[src/rtl/scsi_pi_pkg.sv]
`timescale 1ns/1ps
package scsi_pi_pkg;
  localparam int CODE_W = 4;
  localparam int PH_W   = 3;

  typedef enum logic [CODE_W-1:0] {
    OP_NOP      = 4'h0, OP_ARB     = 4'h1, OP_SEL     = 4'h2, OP_CMD     = 4'h3,
    OP_STAT     = 4'h4, OP_DOUT    = 4'h5, OP_DIN     = 4'h6, OP_MOUT    = 4'h7,
    OP_MIN      = 4'h8, OP_BFREE   = 4'h9, OP_PAR_ON  = 4'hA, OP_PAR_OFF = 4'hB,
    OP_RSL_ON   = 4'hC, OP_RSL_OFF = 4'hD, OP_SOFT_RST = 4'hE, OP_FLUSH  = 4'hF
  } op_e;

  typedef struct packed {
    logic            valid;
    logic [PH_W-1:0] ph;
  } phase_exp_t;

  // exception bit positions
  localparam int EXC_SELATN = 5;
  localparam int EXC_SELECT = 4;
  localparam int EXC_RESEL  = 3;
  localparam int EXC_ARBLST = 2;
  localparam int EXC_MISM   = 1;
  localparam int EXC_SELTO  = 0;
  // error bit positions
  localparam int ERR_DISC   = 6;
  localparam int ERR_BUSRST = 5;
  localparam int ERR_SEQ    = 4;
  localparam int ERR_PAR    = 0;

  function automatic phase_exp_t phase_for(input logic [CODE_W-1:0] code);
    phase_exp_t r;
    r.valid = 1'b1;
    case (code)
      OP_CMD:  r.ph = 3'b010;
      OP_STAT: r.ph = 3'b011;
      OP_DOUT: r.ph = 3'b000;
      OP_DIN:  r.ph = 3'b001;
      OP_MOUT: r.ph = 3'b110;
      OP_MIN:  r.ph = 3'b111;
      default: begin r.valid = 1'b0; r.ph = 3'b000; end
    endcase
    return r;
  endfunction

  function automatic logic is_sequenced(input logic [CODE_W-1:0] code);
    return (code >= OP_ARB) && (code <= OP_BFREE);
  endfunction

  function automatic logic is_control(input logic [CODE_W-1:0] code);
    return code >= OP_PAR_ON;
  endfunction
endpackage

[src/rtl/scsi_pi_seq.sv]
`timescale 1ns/1ps
module scsi_pi_seq
  import scsi_pi_pkg::*;
(
  input  logic              clk,
  input  logic              rst_n,
  input  logic              cmd_wr,
  input  logic [CODE_W-1:0] cmd_code,
  input  logic [PH_W-1:0]   bus_phase,
  input  logic              xfer_done,
  input  logic              arb_lost,
  input  logic              sel_expire,
  output logic              busy,
  output logic [CODE_W-1:0] cur_op,
  output logic              sel_run,
  output logic              par_en,
  output logic              rsl_en,
  output logic              ev_mismatch,
  output logic              ev_seqerr,
  output logic              ev_done,
  output logic              ev_arb_lost,
  output logic              ev_soft_rst
);
  phase_exp_t pexp;
  logic start, abort, finish;

  assign sel_run = busy && (cur_op == OP_SEL);

  always_comb begin
    pexp        = phase_for(cmd_code);
    ev_soft_rst = cmd_wr && (cmd_code == OP_SOFT_RST);
    ev_seqerr   = cmd_wr && busy && is_sequenced(cmd_code);
    ev_mismatch = cmd_wr && !busy && pexp.valid && (pexp.ph != bus_phase);
    start       = cmd_wr && !busy && is_sequenced(cmd_code) && !ev_mismatch;
    ev_arb_lost = busy && (cur_op == OP_ARB) && arb_lost && !ev_soft_rst;
    abort       = ev_arb_lost || sel_expire;
    finish      = busy && xfer_done && !abort && !ev_soft_rst;
    ev_done     = finish || (cmd_wr && is_control(cmd_code) && !ev_soft_rst);
  end

  always_ff @(posedge clk or negedge rst_n) begin
    if (!rst_n) begin
      busy   <= 1'b0;
      cur_op <= OP_NOP;
      par_en <= 1'b0;
      rsl_en <= 1'b0;
    end else if (ev_soft_rst) begin
      busy   <= 1'b0;
      cur_op <= OP_NOP;
      par_en <= 1'b0;
      rsl_en <= 1'b0;
    end else begin
      if (start) begin
        busy   <= 1'b1;
        cur_op <= cmd_code;
      end else if (busy && (xfer_done || abort)) begin
        busy <= 1'b0;
      end
      if (cmd_wr) begin
        case (cmd_code)
          OP_PAR_ON:  par_en <= 1'b1;
          OP_PAR_OFF: par_en <= 1'b0;
          OP_RSL_ON:  rsl_en <= 1'b1;
          OP_RSL_OFF: rsl_en <= 1'b0;
          default: ;
        endcase
      end
    end
  end
endmodule

[src/rtl/scsi_pi_seltimer.sv]
`timescale 1ns/1ps
module scsi_pi_seltimer #(
  parameter int TICK_CYCLES = 500000,
  parameter int LIMIT_W     = 8
) (
  input  logic               clk,
  input  logic               rst_n,
  input  logic               run,
  input  logic [LIMIT_W-1:0] limit,
  output logic               expire
);
  localparam int PRE_W = (TICK_CYCLES > 1) ? $clog2(TICK_CYCLES) : 1;
  localparam logic [PRE_W-1:0] PRE_LAST = PRE_W'(TICK_CYCLES - 1);

  logic [PRE_W-1:0]   pre_q;
  logic [LIMIT_W-1:0] units_q;
  logic               tick;

  assign tick   = run && (pre_q == PRE_LAST);
  assign expire = tick && (limit != '0) && ((units_q + 1'b1) == limit);

  always_ff @(posedge clk or negedge rst_n) begin
    if (!rst_n) begin
      pre_q   <= '0;
      units_q <= '0;
    end else if (!run) begin
      pre_q   <= '0;
      units_q <= '0;
    end else if (tick) begin
      pre_q   <= '0;
      units_q <= units_q + 1'b1;
    end else begin
      pre_q <= pre_q + 1'b1;
    end
  end
endmodule

[src/rtl/scsi_pi_regs.sv]
`timescale 1ns/1ps
module scsi_pi_regs #(
  parameter int REG_W   = 8,
  parameter int INT_W   = 3,
  parameter int LIMIT_W = 8
) (
  input  logic               clk,
  input  logic               rst_n,
  input  logic               soft_rst,
  input  logic [REG_W-1:0]   exc_set,
  input  logic [REG_W-1:0]   err_set,
  input  logic               done_set,
  input  logic [REG_W-1:0]   exc_clr,
  input  logic [REG_W-1:0]   err_clr,
  input  logic               done_clr,
  input  logic               mask_wr,
  input  logic [INT_W-1:0]   mask_din,
  input  logic               tmo_wr,
  input  logic [LIMIT_W-1:0] tmo_din,
  output logic [REG_W-1:0]   exc_q,
  output logic [REG_W-1:0]   err_q,
  output logic [INT_W-1:0]   int_src,
  output logic [LIMIT_W-1:0] tmo_q,
  output logic               irq
);
  logic             done_q;
  logic [INT_W-1:0] mask_q;

  assign int_src = {|err_q, |exc_q, done_q};
  assign irq     = |(int_src & mask_q);

  // status: a set wins over a clear landing in the same cycle
  always_ff @(posedge clk or negedge rst_n) begin
    if (!rst_n) begin
      exc_q  <= '0;
      err_q  <= '0;
      done_q <= 1'b0;
    end else if (soft_rst) begin
      exc_q  <= '0;
      err_q  <= '0;
      done_q <= 1'b0;
    end else begin
      exc_q  <= (exc_q & ~exc_clr) | exc_set;
      err_q  <= (err_q & ~err_clr) | err_set;
      done_q <= (done_q & ~done_clr) | done_set;
    end
  end

  always_ff @(posedge clk or negedge rst_n) begin
    if (!rst_n) begin
      mask_q <= '0;
      tmo_q  <= '0;
    end else begin
      if (mask_wr) mask_q <= mask_din;
      if (tmo_wr)  tmo_q  <= tmo_din;
    end
  end
endmodule

[src/rtl/scsi_phase_irq.sv]
`timescale 1ns/1ps
module scsi_phase_irq
  import scsi_pi_pkg::*;
#(
  parameter int TICK_CYCLES = 500000,
  parameter int TMO_W       = 8
) (
  input  logic       clk,
  input  logic       rst_n,
  input  logic       cmd_wr,
  input  logic [3:0] cmd_code,
  input  logic [2:0] bus_phase,
  input  logic       xfer_done,
  input  logic       arb_lost,
  input  logic       sel_atn_in,
  input  logic       sel_in,
  input  logic       resel_in,
  input  logic       disc_in,
  input  logic       bus_rst_in,
  input  logic       parity_err_in,
  input  logic       reg_wr,
  input  logic [2:0] reg_sel,
  input  logic [7:0] reg_wdata,
  output logic [7:0] exc_status,
  output logic [7:0] err_status,
  output logic [2:0] int_status,
  output logic       irq,
  output logic       busy
);
  localparam int REG_W = 8;
  localparam int INT_W = 3;

  // named internal events
  logic [CODE_W-1:0] cur_op;
  logic sel_run, par_en, rsl_en;
  logic ev_mismatch, ev_seqerr, ev_done, ev_arb_lost, ev_soft_rst;
  logic sel_expire;
  logic [TMO_W-1:0] tmo_val;
  logic [REG_W-1:0] exc_set, err_set, exc_clr, err_clr;
  logic done_clr, mask_wr, tmo_wr;

  scsi_pi_seq u_seq (
    .clk(clk), .rst_n(rst_n), .cmd_wr(cmd_wr), .cmd_code(cmd_code),
    .bus_phase(bus_phase), .xfer_done(xfer_done), .arb_lost(arb_lost),
    .sel_expire(sel_expire), .busy(busy), .cur_op(cur_op), .sel_run(sel_run),
    .par_en(par_en), .rsl_en(rsl_en), .ev_mismatch(ev_mismatch),
    .ev_seqerr(ev_seqerr), .ev_done(ev_done), .ev_arb_lost(ev_arb_lost),
    .ev_soft_rst(ev_soft_rst)
  );

  scsi_pi_seltimer #(.TICK_CYCLES(TICK_CYCLES), .LIMIT_W(TMO_W)) u_tmr (
    .clk(clk), .rst_n(rst_n), .run(sel_run), .limit(tmo_val), .expire(sel_expire)
  );

  always_comb begin
    exc_set             = '0;
    exc_set[EXC_SELATN] = sel_atn_in;
    exc_set[EXC_SELECT] = sel_in;
    exc_set[EXC_RESEL]  = resel_in && rsl_en;
    exc_set[EXC_ARBLST] = ev_arb_lost;
    exc_set[EXC_MISM]   = ev_mismatch;
    exc_set[EXC_SELTO]  = sel_expire;
    err_set             = '0;
    err_set[ERR_DISC]   = disc_in;
    err_set[ERR_BUSRST] = bus_rst_in;
    err_set[ERR_SEQ]    = ev_seqerr;
    err_set[ERR_PAR]    = parity_err_in && par_en;
    exc_clr  = (reg_wr && reg_sel == 3'd0) ? reg_wdata : '0;
    err_clr  = (reg_wr && reg_sel == 3'd1) ? reg_wdata : '0;
    done_clr = reg_wr && (reg_sel == 3'd2) && reg_wdata[0];
    mask_wr  = reg_wr && (reg_sel == 3'd3);
    tmo_wr   = reg_wr && (reg_sel == 3'd4);
  end

  scsi_pi_regs #(.REG_W(REG_W), .INT_W(INT_W), .LIMIT_W(TMO_W)) u_regs (
    .clk(clk), .rst_n(rst_n), .soft_rst(ev_soft_rst),
    .exc_set(exc_set), .err_set(err_set), .done_set(ev_done),
    .exc_clr(exc_clr), .err_clr(err_clr), .done_clr(done_clr),
    .mask_wr(mask_wr), .mask_din(reg_wdata[INT_W-1:0]),
    .tmo_wr(tmo_wr), .tmo_din(reg_wdata[TMO_W-1:0]),
    .exc_q(exc_status), .err_q(err_status), .int_src(int_status),
    .tmo_q(tmo_val), .irq(irq)
  );
endmodule

[config.mk]
export PLATFORM = sky130hd
export DESIGN_NAME = scsi_phase_irq
export DESIGN_NICKNAME = d
export VERILOG_FILES = /design/src/rtl/scsi_pi_pkg.sv /design/src/rtl/scsi_pi_seq.sv /design/src/rtl/scsi_pi_seltimer.sv /design/src/rtl/scsi_pi_regs.sv /design/src/rtl/scsi_phase_irq.sv
export SDC_FILE = /design/constraint.sdc
export NUM_CORES = 1
export LEC_CHECK = 0
export BUFFER_PORTS_ARGS = -buffer_cell sky130_fd_sc_hd__buf_2
export CAP_MARGIN = 30
export CORE_MARGIN = 10
export CORE_UTILIZATION = 49
export DETAILED_ROUTE_END_ITERATION = 12
export GPL_ROUTABILITY_DRIVEN = 0
export GPL_TIMING_DRIVEN = 0
export PLACE_DENSITY = 0.67
export SLEW_MARGIN = 0
export SYNTH_ARGS = -nofsm -noshare
export SYNTH_HDL_FRONTEND = slang
export SYNTH_SLANG_ARGS = --single-unit
export TNS_END_PERCENT = 100
[constraint.sdc]
create_clock -name clk -period 3 [get_ports clk]
set_clock_uncertainty 0.05 [all_clocks]
set_input_delay 0.15 -clock clk [delete_from_list [all_inputs] [get_ports clk]]
set_output_delay 0.15 -clock clk [all_outputs]
set_load 0.03 [all_outputs]
Word-level counts from Yosys, hierarchy flattened
Index checks and enable logic that the tools add are counted.

Add/sub/neg operators: 2. Magnitude comparators: 3. Equal/unequal tests: 21. Mux-type cells: 22. Bitwise operators: 10. Reduce and logical (&&, ||, !) cells: 50.

Operator list (number): $mux 8 (6); $mux 19 (2); $logic_and 1x1->1 (30); $eq 4x4->1 const B (6); $add 19x1->19 const B (1); $eq 19x19->1 const B (1); $and 8x8->8 (2); $eq 4x3->1 const B (4); $not 8->8 (2); $reduce_or 8->1 (2); $pmux 3 s5 (1); $mux 1 (9); $reduce_bool 3->1 (3); $add 8x1->8 const B (1); $eq 4x2->1 const B (2); $eq 8x8->1 (1); $mux 4 (2); $or 8x6->8 (1); $or 8x7->8 (1); $reduce_bool 8->1 (1); $eq 3x2->1 const B (2); $reduce_or 6->1 (1); $eq 4x1->1 const B (1); $ge 4x1->1 const B (1); 17 further kinds (25).

Bits in registers: 62. Input bits: 30.

Depth between registers and ports, before layout
Gate-level depths: netlist of the first run.

Depth in word-level cells: 12. Mapped depth: 8. Depth with buffers taken out: 6.

Cells and area by module
From an unflattened synthesis of the first run, not the netlist that was laid out.

Cells, all modules: 381. Area, all modules: 3477.1 sq um.

Modules (own cells, without submodules): scsi_pi_seltimer (times used 1, cells an instance 171, area an instance 1569.0 sq um, sequential area each 675.6 sq um); scsi_pi_regs (times used 1, cells an instance 102, area an instance 1106.1 sq um, sequential area each 700.7 sq um); scsi_pi_seq (times used 1, cells an instance 71, area an instance 619.3 sq um, sequential area each 175.2 sq um); scsi_phase_irq (times used 1, cells an instance 37, area an instance 182.7 sq um, sequential area each 0.0 sq um).

Least setup slack after synthesis of the first run
OpenSTA, ideal clock, no wires.

Path type: register -> register. Start: register u_tmr.units_q[0]. End: register u_regs.done_q. Setup time: 148 ps. Data arrival time: 1784 ps. Setup slack: 1018 ps. Cell stages (with the launch flop): 7. Buffers on the path: 0. Period minus slack after synthesis: 1982 ps. Cell sequence: dfrtp_1 > ha_1 > xor2_1 > a311oi_1 > nand4b_1 > a2111oi_1 > o211ai_1.

Longest elaborated chain between the ends: 10.

RTL lines: start: declaration (line scsi_pi_seltimer.sv:16) `logic [LIMIT_W-1:0] units_q;`; start signal: assignment (line scsi_pi_seltimer.sv:31) `units_q <= units_q + 1'b1;`; $add 8x1->8 (line scsi_pi_seltimer.sv:20) `assign expire = tick && (limit != '0) && ((units_q + 1'b1) == limit);`; $eq 8x8->1 (line scsi_pi_seltimer.sv:20); $logic_and 1x1->1 (line scsi_pi_seltimer.sv:20); $logic_or 1x1->1 (line scsi_pi_seq.sv:36) `abort = ev_arb_lost || sel_expire;`; $logic_not 1->1 (line scsi_pi_seq.sv:37) `finish = busy && xfer_done && !abort && !ev_soft_rst;`; $logic_and 1x1->1 (2 in a row) (line scsi_pi_seq.sv:37); $logic_or 1x1->1 (line scsi_pi_seq.sv:38) `ev_done = finish || (cmd_wr && is_control(cmd_code) && !ev_soft_rst);`; $or 1x1->1 (line scsi_pi_regs.sv:45) `done_q <= (done_q & ~done_clr) | done_set;`; $mux 1 (line scsi_pi_regs.sv:38) `end else if (soft_rst) begin`; end signal: assignment (line scsi_pi_regs.sv:45); end: declaration (line scsi_pi_regs.sv:26) `logic done_q;`.

No other way between the ends. A chain may end at the register's enable or synchronous reset.

Worst setup path in the final report of the first run
Ends and elaborated chain as after synthesis.

==> results.yml, run 1 <==
outcome:
  status: "completed"
yosys:
  synth_warnings: 0
  postSynthRegisterBits: 62
  ys_seq_area_share_pct: 45.6
  yosys.cell_count.top_type: "dfrtp_1"
  synthTopCellsByArea: "dfrtp_1 (46%), xnor2_1 (5.4%), nor2_1 (4.9%)"
  yosysTopAreaCellShare_pct: 45.6
  avgSynthCellArea_um2: 9.80
  async_flop_share_pct: 100
  synth_edf_count: 0
  synthFlopType: "dfrtp_1"
  synth_common_cells: "dfrtp_1 (62), nor2_1 (44), nand2_1 (40)"
  syn_inst: 347
  synth_largest_area_cell: "dfrtp_1"
  synth_area_mm2: 0.00340
  syn-num-nets: 379
  synth.distinct_cells: 61
timing:
  setup_viol: 0
  hold_violations: 0
  finalCritPeriodShare_pct: 81.0
  tightest_slew_ns: 1.04
  slew_violations: 0
  grt_setup_unrepaired: "no"
  period_minus_slack_ns: 2.43
  slew_headroom_pct: 30.2
  finalSetupTns_ns: 0
  max_freq_mhz: 412
  whs_ns: 0.0107
die:
  rows: 30
  die_h_um: 103
  ios: 51
  die_w_um: 103
  initial_core_util_pct: 50.4
  dieArea_mm2: 0.0107
  coreArea_mm2: 0.00676
grt:
  grt_pass1_wl_um: 13900
  grt_overflow: 0
  grt_usage_pct: 16.8
  antenna_found_initial: 0
  grt_pass1_vias: 2797
  grt_max_degree: 41
clock_tree:
  numCtsBuffers: 9
  cts_tree: "built"
  cts.sinks: 62
  clockRootBuffer: "clkbuf_8"
  cts.path.max_buffers: 2
  clkSlewWorstSetupHoldPaths_ns: 0.07
  h-tree-depth: 3
  clk_latency_ns: 0.35
finish:
  stdcell_count: 498
  layout-drive-gt1-share_pct: 24.4
  fill_cells: 601
  finalNetCount: 445
  num_antenna_cells: 0
  area_growth_pct: 19.1
detailed_routing:
  postRouteWirelength_um: 8240
  post-route-drc-count: 0
  drtAntennaViolNets: 0
  drtIter0Drc: 107
  via_per_inst: 5.63
  vias: 2802
  first_pass_iters: 4
  wire_per_inst_um: 16.6
pwr:
  peakVddDrop_mv: 0.245
  cellLeakagePower_nw: 1.71
  p_per_area_mw_per_mm2: 580
placement:
  numPortBuffers: 49
  placed_cells: 477
  hpwl_um: 6230
worst_setup_path:
  cp_max_fo: 5
  critPathCaptureType: "flop"
  path_class: "reg2reg"
  critPathArrivalTime_ns: 2.56
  start_kind: "flop"
  r2r_slack_ns: 0.57
  required_ns: 3.13
min_path:
  min_path_type: "in2reg"
flow_run:
  max_cap_violations: 0
## area by class of cell
cell class / instances / area [um^2] / area share, %
clock buffer: 13 / 169 / 4.17
inverter: 11 / 41.3 / 1.02
buffer: 16 / 109 / 2.69
tap: 80 / 100 / 2.47
timing repair buffer: 55 / 315 / 7.78
clock inverter: 3 / 65.1 / 1.61
multi-input combinational: 258 / 1700 / 42.0
sequential: 62 / 1550 / 38.3
## flip-flops by register name, summed over array words and instances, names as in the netlist
signal / count
u_seq.cur_op: 4
u_seq.par_en: 1
u_tmr.units_q: 8
u_regs.err_q: 8
u_seq.busy: 1
u_regs.done_q: 1
u_regs.exc_q: 8
u_tmr.pre_q: 19
u_regs.mask_q: 3
u_regs.tmo_q: 8
u_seq.rsl_en: 1
## placed cells by master (no fill, tap or decap), types with 6 or more instances in the layout
cell type	Yosys	layout
clkbuf_8	0	12
clkbuf_1	6	7
and3_1	10	10
xnor2_1	21	21
a21oi_1	8	8
buf_2	3	52
nor2_1	44	44
nor4_1	8	8
nor3_1	8	8
dfrtp_1	62	62
xor2_1	14	14
mux2i_1	6	6
mux2_2	11	11
nand2_1	40	40
nand3_1	13	13
inv_1	11	11
## power by group
| group | internal (mW) | total (mW) | switching [mW] |
|---|---|---|---|
| logic | 0.196 | 0.460 | 0.264 |
| clock network | 0.535 | 0.858 | 0.323 |
| registers | 0.939 | 1.03 | 0.0918 |
## final timing paths
check,from,endpoint,depth (start not counted)
worst min register to register,u_tmr.pre_q[0]$_DFF_PN0_,u_tmr.pre_q[0]$_DFF_PN0_,1
max in group asynchronous,rst_n,u_tmr.pre_q[5]$_DFF_PN0_,3
min in group asynchronous,rst_n,u_regs.err_q[1]$_DFF_PN0_,2
worst min-delay path,parity_err_in,u_regs.err_q[0]$_DFF_PN0_,3
worst max register to register,u_tmr.units_q[0]$_DFFE_PN0P_,u_regs.done_q$_DFF_PN0_,6
worst max-delay path,u_tmr.units_q[0]$_DFFE_PN0P_,u_regs.done_q$_DFF_PN0_,6
## per-stage QoR
| step | util (%) | worst slack (ns) | power (mW) | instance area [um^2] |
|---|---|---|---|---|
| 2_1_floorplan | - | 1.02 | 1.34 | 3400 |
| 6_report | 60.0 | 0.570 | 2.35 | 4050 |
| 3_5_place_dp | 55.8 | 0.576 | 1.51 | 3770 |
| 4_1_cts | 60.0 | 0.562 | 2.37 | 4050 |
| 3_3_place_gp | 55.5 | 0.600 | 1.49 | 3750 |
| 5_1_grt | 60.0 | 0.400 | 2.46 | 4050 |
## timing repair
action                     4_1_cts  5_1_grt
hold endpoints to repair        26        0
setup buffers                    0        0
resized for setup                0        0
hold buffers                     5        0
setup endpoints to repair        0        0
## critical path, cell delays in order (launching register included)
cell	delay (ns)
dfrtp_1	0.44
ha_1	0.36
xor2_1	0.15
a311oi_1	0.20
nand4b_1	0.15
a2111oi_1	0.68
o211ai_1	0.24
## layer usage
| metal | global-route usage, % | share of wire [%] | vias up |
|---|---|---|---|
| li1 | - | - | 1364 |
| met1 | 21.8 | 46 | 1365 |
| met2 | 25.9 | 46 | 62 |
| met3 | 4.12 | 5.5 | 11 |
| met4 | 7.70 | 1.8 | 0 |
| met5 | 0 | 0 | - |
## cells by family (layout without fill, tap and decap cells)
kind of cell / count (synthesis) / in the layout / share of synthesized area [%]
and+or+nand+nor: 168 / 168 / 27.3
DFF: 62 / 62 / 45.6
AOI/OAI and AO/OA: 36 / 36 / 7.58
xor gates and xnor gates: 35 / 35 / 9.01
buffers and inverters: 27 / 98 / 4.41
muxes: 17 / 17 / 5.41
adders and majority gates: 2 / 2 / 0.735
Note: power is estimated with default switching activity, not from simulation.
==> run 2: changes to the inputs <==
==> constraint.sdc (replaced) <==
create_clock -name clk -period 2.4 [get_ports clk]
set_clock_uncertainty 0.05 [all_clocks]
set_input_delay 0.12 -clock clk [delete_from_list [all_inputs] [get_ports clk]]
set_output_delay 0.12 -clock clk [all_outputs]
set_load 0.03 [all_outputs]
==> results.yml, run 2 (synthesized netlist as in run 1, its figures left out) <==
detailed_routing:
  drtIter0Drc: 115
  via_per_inst: 5.63
  wl_met2_um: 3910
  vias: 2837
  first_pass_iters: 4
  post-route-drc-count: 0
  top_layer_used: "met4"
  postRouteWirelength_um: 8340
  drtAntennaViolNets: 0
  wl_met1_um: 3810
  wl_met3_um: 415
  wire_per_inst_um: 16.6
grt:
  antenna_found_initial: 0
  grt_usage_pct: 17.0
  grt_max_degree: 41
  grt_pass1_wl_um: 14000
  grt_overflow: 0
  grt_pass1_vias: 2831
outcome:
  status: "completed"
flow_run:
  max_cap_violations: 0
timing:
  slew_headroom_pct: 31.5
  finalSetupTns_ns: 0
  max_freq_mhz: 451
  period_minus_slack_ns: 2.22
  finalCritPeriodShare_pct: 92.5
  slew_violations: 0
  tightest_slew_ns: 1.02
  hold_violations: 0
  fin_ws_ns: 0.181
  setup_viol: 0
  grt_setup_unrepaired: "no"
finish:
  regMostFlops: "u_tmr.pre_q"
  utilization_pct: 60.9
  layout-drive-gt1-share_pct: 24.3
  num_antenna_cells: 0
  finalNetCount: 451
  final_cell_mix: "dfrtp_1 (62), buf_2 (52), nor2_1 (44)"
  area_growth_pct: 21.0
  final_common_cell: "dfrtp_1"
  largest_reg_flops: 19
  stdcell_count: 504
worst_setup_path:
  start_kind: "flop"
  critPathArrivalTime_ns: 2.36
  critPathCaptureType: "flop"
  required_ns: 2.54
  cp_max_fo: 5
  path_class: "reg2reg"
die:
  coreArea_mm2: 0.00676
  die_h_um: 103
  initial_core_util_pct: 50.4
  die_w_um: 103
  ios: 51
  dieArea_mm2: 0.0107
  rows: 30
pwr:
  p_total_mw: 2.94
  peakVddDrop_mv: 0.303
  p_per_area_mw_per_mm2: 715
  cellLeakagePower_nw: 1.74
placement:
  numPortBuffers: 49
  placed_cells: 477
  dp_slack_ns: -0.0235
  hpwl_um: 6230
clock_tree:
  cts.path.max_buffers: 2
  numCtsBuffers: 9
  clockRootBuffer: "clkbuf_8"
  h-tree-depth: 3
  cts_tree: "built"
  clkSlewWorstSetupHoldPaths_ns: 0.07
  cts.sinks: 62
  clk_latency_ns: 0.34
min_path:
  min_path_type: "in2reg"
run 2: final cells by class:
type                            instances  area, um^2
Fill cell                             595        2640
Multi-Input combinational cell        258        1710
Sequential cell                        62        1550
Timing Repair Buffer                   61         375
Clock buffer                           13         169
Buffer                                 16         109
Tap cell                               80         100
Clock inverter                          3        65.1
Inverter                               11        41.3
run 2: path summary, 6_finish.rpt:
check	startpoint	end	slack (ns)	cells past startpoint
max	u_tmr.units_q[0]$_DFFE_PN0P_	u_regs.done_q$_DFF_PN0_	0.18	6
min	reg_wdata[2]	u_regs.mask_q[2]$_DFFE_PN0P_	0.03	2
max reg2reg	u_tmr.units_q[0]$_DFFE_PN0P_	u_regs.done_q$_DFF_PN0_	0.18	6
min reg2reg	u_tmr.pre_q[0]$_DFF_PN0_	u_tmr.pre_q[0]$_DFF_PN0_	0.44	1
max in group asynchronous	rst_n	u_tmr.pre_q[5]$_DFF_PN0_	1.45	3
min in group asynchronous	rst_n	u_regs.err_q[1]$_DFF_PN0_	0.24	2
run 2: power breakdown:
part	switching (mW)	internal, mW	total (mW)
clock	0.399	0.669	1.07
sequential	0.116	1.17	1.29
combinational	0.334	0.251	0.585
total	0.849	2.09	2.94
run 2: worst max-delay path: stages (launching register included):
cell       delay, ns
dfrtp_1         0.44
ha_1            0.36
xor2_1          0.15
a311oi_1        0.20
nand4b_1        0.18
a2111oi_2       0.49
o211ai_1        0.21
run 2: per-stage QoR:
stage	area [um^2]	hold WS [ns]
floorplan	3400	-0.226
global placement	3750	0.288
CTS	4120	0.0120
detailed placement	3770	0.0824
finish	4120	0.0255
global route	4120	0.0251
run 2: timing repair:
| action | 4_1_cts | 5_1_grt |
|---|---|---|
| buffers inserted | 0 | 0 |
| endpoints found under the hold margin | 32 | 0 |
| resized for setup | 1 | 0 |
| setup endpoints to repair | 1 | 0 |
| hold buffers | 11 | 0 |
run 2: layer usage:
layer,vias up,GRT usage [%]
met4,0,8.45
li1,1377,-
met2,61,26.0
met1,1383,22.2
met5,-,0
met3,16,3.92
==> run 3: changes to the inputs <==
--- a/config.mk
+++ b/config.mk
@@ -5,14 +5,15 @@
 export SDC_FILE = /design/constraint.sdc
 export NUM_CORES = 1
 export LEC_CHECK = 0
+export ABC_AREA = 1
+export ABC_CLOCK_PERIOD_IN_PS = 2400
 export BUFFER_PORTS_ARGS = -buffer_cell sky130_fd_sc_hd__buf_2
 export CAP_MARGIN = 30
 export CORE_MARGIN = 10
 export CORE_UTILIZATION = 49
 export DETAILED_ROUTE_END_ITERATION = 12
 export GPL_ROUTABILITY_DRIVEN = 0
-export GPL_TIMING_DRIVEN = 0
-export PLACE_DENSITY = 0.67
+export PLACE_DENSITY = 0.68
 export SLEW_MARGIN = 0
 export SYNTH_ARGS = -nofsm -noshare
 export SYNTH_HDL_FRONTEND = slang
==> results.yml, run 3 <==
outcome:
  status: "completed"
min_path:
  worstHoldStart: "cmd_code[0]"
  hold_end: "u_seq.cur_op[0]$_DFFE_PN0P_"
  min_path_type: "in2reg"
  holdPathStages: 3
grt:
  grt_pass1_vias: 2829
  grt_pass1_wl_um: 12800
  grt_overflow: 0
  grt_usage_pct: 15.4
  antenna_found_initial: 0
  grt_max_degree: 63
finish:
  num_antenna_cells: 0
  area_growth_pct: 20.3
  stdcell_count: 557
  largest_reg_flops: 19
  regMostFlops: "u_tmr.pre_q"
  layout-drive-gt1-share_pct: 18.5
  final_common_cell: "nand2_1"
  finalNetCount: 507
  final_cell_mix: "nand2_1 (89), dfrtp_1 (62), inv_1 (53)"
pwr:
  power_frac_comb_pct: 16.7
  cellLeakagePower_nw: 1.82
  p_clk_share_pct: 37.7
  peakVddDrop_mv: 0.416
  pwr-share-seq_pct: 45.6
  p_per_area_mw_per_mm2: 689
  p_int_mw: 1.89
  power.switching_mw: 0.784
  swShare_pct: 29.3
die:
  dieArea_mm2: 0.0102
  rows: 29
  initial_core_util_pct: 50.7
  ios: 51
  coreArea_mm2: 0.00635
  die_w_um: 101
  die_h_um: 101
yosys:
  ys_seq_area_share_pct: 48.2
  postSynthRegisterBits: 62
  synth_edf_count: 0
  synth.distinct_cells: 35
  synth_common_cells: "nand2_1 (89), dfrtp_1 (62), inv_1 (53)"
  syn-num-nets: 440
  synth_area_mm2: 0.00322
  synth_warnings: 0
  avgSynthCellArea_um2: 7.89
  synth_largest_area_cell: "dfrtp_1"
  yosysTopAreaCellShare_pct: 48.2
  syn_inst: 408
  synthTopCellsByArea: "dfrtp_1 (48%), nand2_1 (10%), inv_1 (6.2%)"
  async_flop_share_pct: 100
  yosys.cell_count.top_type: "nand2_1"
  synthFlopType: "dfrtp_1"
worst_setup_path:
  cp_slowest_cell: "dfrtp_1"
  rr_startpoint: "u_tmr.pre_q[0]$_DFF_PN0_"
  r2r-end: "u_regs.done_q$_DFF_PN0_"
  required_ns: 2.55
  r2r_slack_ns: 0.55
  cp_max_fo: 8
  cp_top_family: "simple AND/OR/NAND/NOR gates"
  cp_num_buf_inv: 1
  r2r_cells: 10
  path_class: "reg2reg"
  critPathArrivalTime_ns: 2.00
  start_kind: "flop"
  critPathCaptureType: "flop"
  crit_chain: "ha_1 -> nand2_1 -> inv_2 -> nand3_2 -> nor2_1 -> nand3_2 -> nor2_1 -> nand4_1 -> nand3_1 -> a21oi_1"
  slowest_delay_ns: 0.39
timing:
  tightest_slew_ns: 0.491
  finalSetupTns_ns: 0
  max_freq_mhz: 542
  grt_setup_unrepaired: "no"
  setup_viol: 0
  slew_violations: 0
  slew_headroom_pct: 67.1
  period_minus_slack_ns: 1.85
  finalCritPeriodShare_pct: 76.9
  hold_violations: 0
placement:
  placed_cells: 533
  hpwl_um: 5740
  numPortBuffers: 50
clock_tree:
  clockRootBuffer: "clkbuf_8"
  cts.path.max_buffers: 2
  cts.sinks: 62
  clkSlewWorstSetupHoldPaths_ns: 0.07
  h-tree-depth: 3
  cts_tree: "built"
  numCtsBuffers: 9
  postCtsSetupBuffers: 0
  clk_latency_ns: 0.33
detailed_routing:
  postRouteWirelength_um: 7560
  post-route-drc-count: 0
  drtIter0Drc: 145
  vias: 2807
  via_per_inst: 5.04
  first_pass_iters: 4
  wire_per_inst_um: 13.6
  drtAntennaViolNets: 0
flow_run:
  max_cap_violations: 0
## run 3: changes by cell type after synthesis, moves of 6 or more
cell	before	now
nand2_1	40	89
inv_1	11	53
o21ai_0	3	39
xnor2_1	21	3
a21oi_1	8	23
mux2_2	11	0
and3_1	10	0
xor2_1	14	5
nand3_1	13	21
mux2i_1	6	0
## run 3: how the worst max path moves through the flow
stage                                        start                         to  slack (ns)  cells past startpoint
after floorplan             u_seq.busy$_DFFE_PN0P_     u_seq.busy$_DFFE_PN0P_        0.69                      7
after global placement    u_tmr.pre_q[0]$_DFF_PN0_    u_regs.done_q$_DFF_PN0_        0.59                     10
after detailed placement  u_tmr.pre_q[0]$_DFF_PN0_    u_regs.done_q$_DFF_PN0_        0.54                     10
after CTS                 u_tmr.pre_q[0]$_DFF_PN0_    u_regs.done_q$_DFF_PN0_        0.54                     10
after global routing      u_tmr.pre_q[0]$_DFF_PN0_  u_tmr.pre_q[16]$_DFF_PN0_        0.34                     10
final                     u_tmr.pre_q[0]$_DFF_PN0_    u_regs.done_q$_DFF_PN0_        0.55                     10
## run 3: repair_timing
| item | 4_1_cts | 5_1_grt |
|---|---|---|
| gates resized for setup | 0 | 0 |
| hold buffers | 8 | 0 |
| endpoints found under the hold margin | 69 | 0 |
## run 3: layer usage
layer / global-route usage [%] / routed length, um / up-vias
met5: 0 / 0 / -
met1: 19.8 / 3570 / 1288
met4: 4.93 / 82 / 0
met3: 4.87 / 363 / 8
li1: - / - / 1462
met2: 23.9 / 3530 / 49
## run 3: cell families after synthesis
logic type / share of synthesized area, %
compound gates: 12.9
xor+xnor: 2.18
buf+inv: 7.30
simple gates: 28.7
fa+ha+maj: 0.777
flops: 48.2
## run 3: worst register-to-register path, stage by stage, from the launching register on
cell and delay [ns]:
dfrtp_1 0.39, ha_1 0.18, nand2_1 0.06, inv_2 0.07, nand3_2 0.10, nor2_1 0.18
nand3_2 0.19, nor2_1 0.16, nand4_1 0.18, nand3_1 0.11, a21oi_1 0.06
## run 3: per-stage QoR
stage	setup WS [ns]	cell area, um^2	hold WS, ns	power, mW	utilization [%]
6_report	0.554	3870	0.0217	2.67	61.0
3_3_place_gp	0.586	3570	0.107	1.67	56.3
2_1_floorplan	0.692	3220	-0.226	1.51	-
5_1_grt	0.335	3870	0.0324	2.81	61.0
3_5_place_dp	0.538	3570	0.107	1.68	56.3
4_1_cts	0.535	3870	0.00913	2.70	61.0
## run 3: final cells by class
cell class | instances | area [um^2]
inverters | 57 | 214
fillers | 562 | 2470
well taps | 77 | 96.3
multi-input cells | 285 | 1430
repair buffers | 60 | 358
clock buffers | 9 | 124
clock inverters | 7 | 97.6
flip-flops and latches | 62 | 1550
## run 3: power by group through the flow
stage,Combinational (mW),Clock [mW],Sequential [mW]
floorplan,0.228,0,1.28
global route,0.503,1.08,1.23
detailed placement,0.440,0,1.24
global placement,0.434,0,1.24
finish,0.446,1.01,1.22
CTS,0.452,1.03,1.22
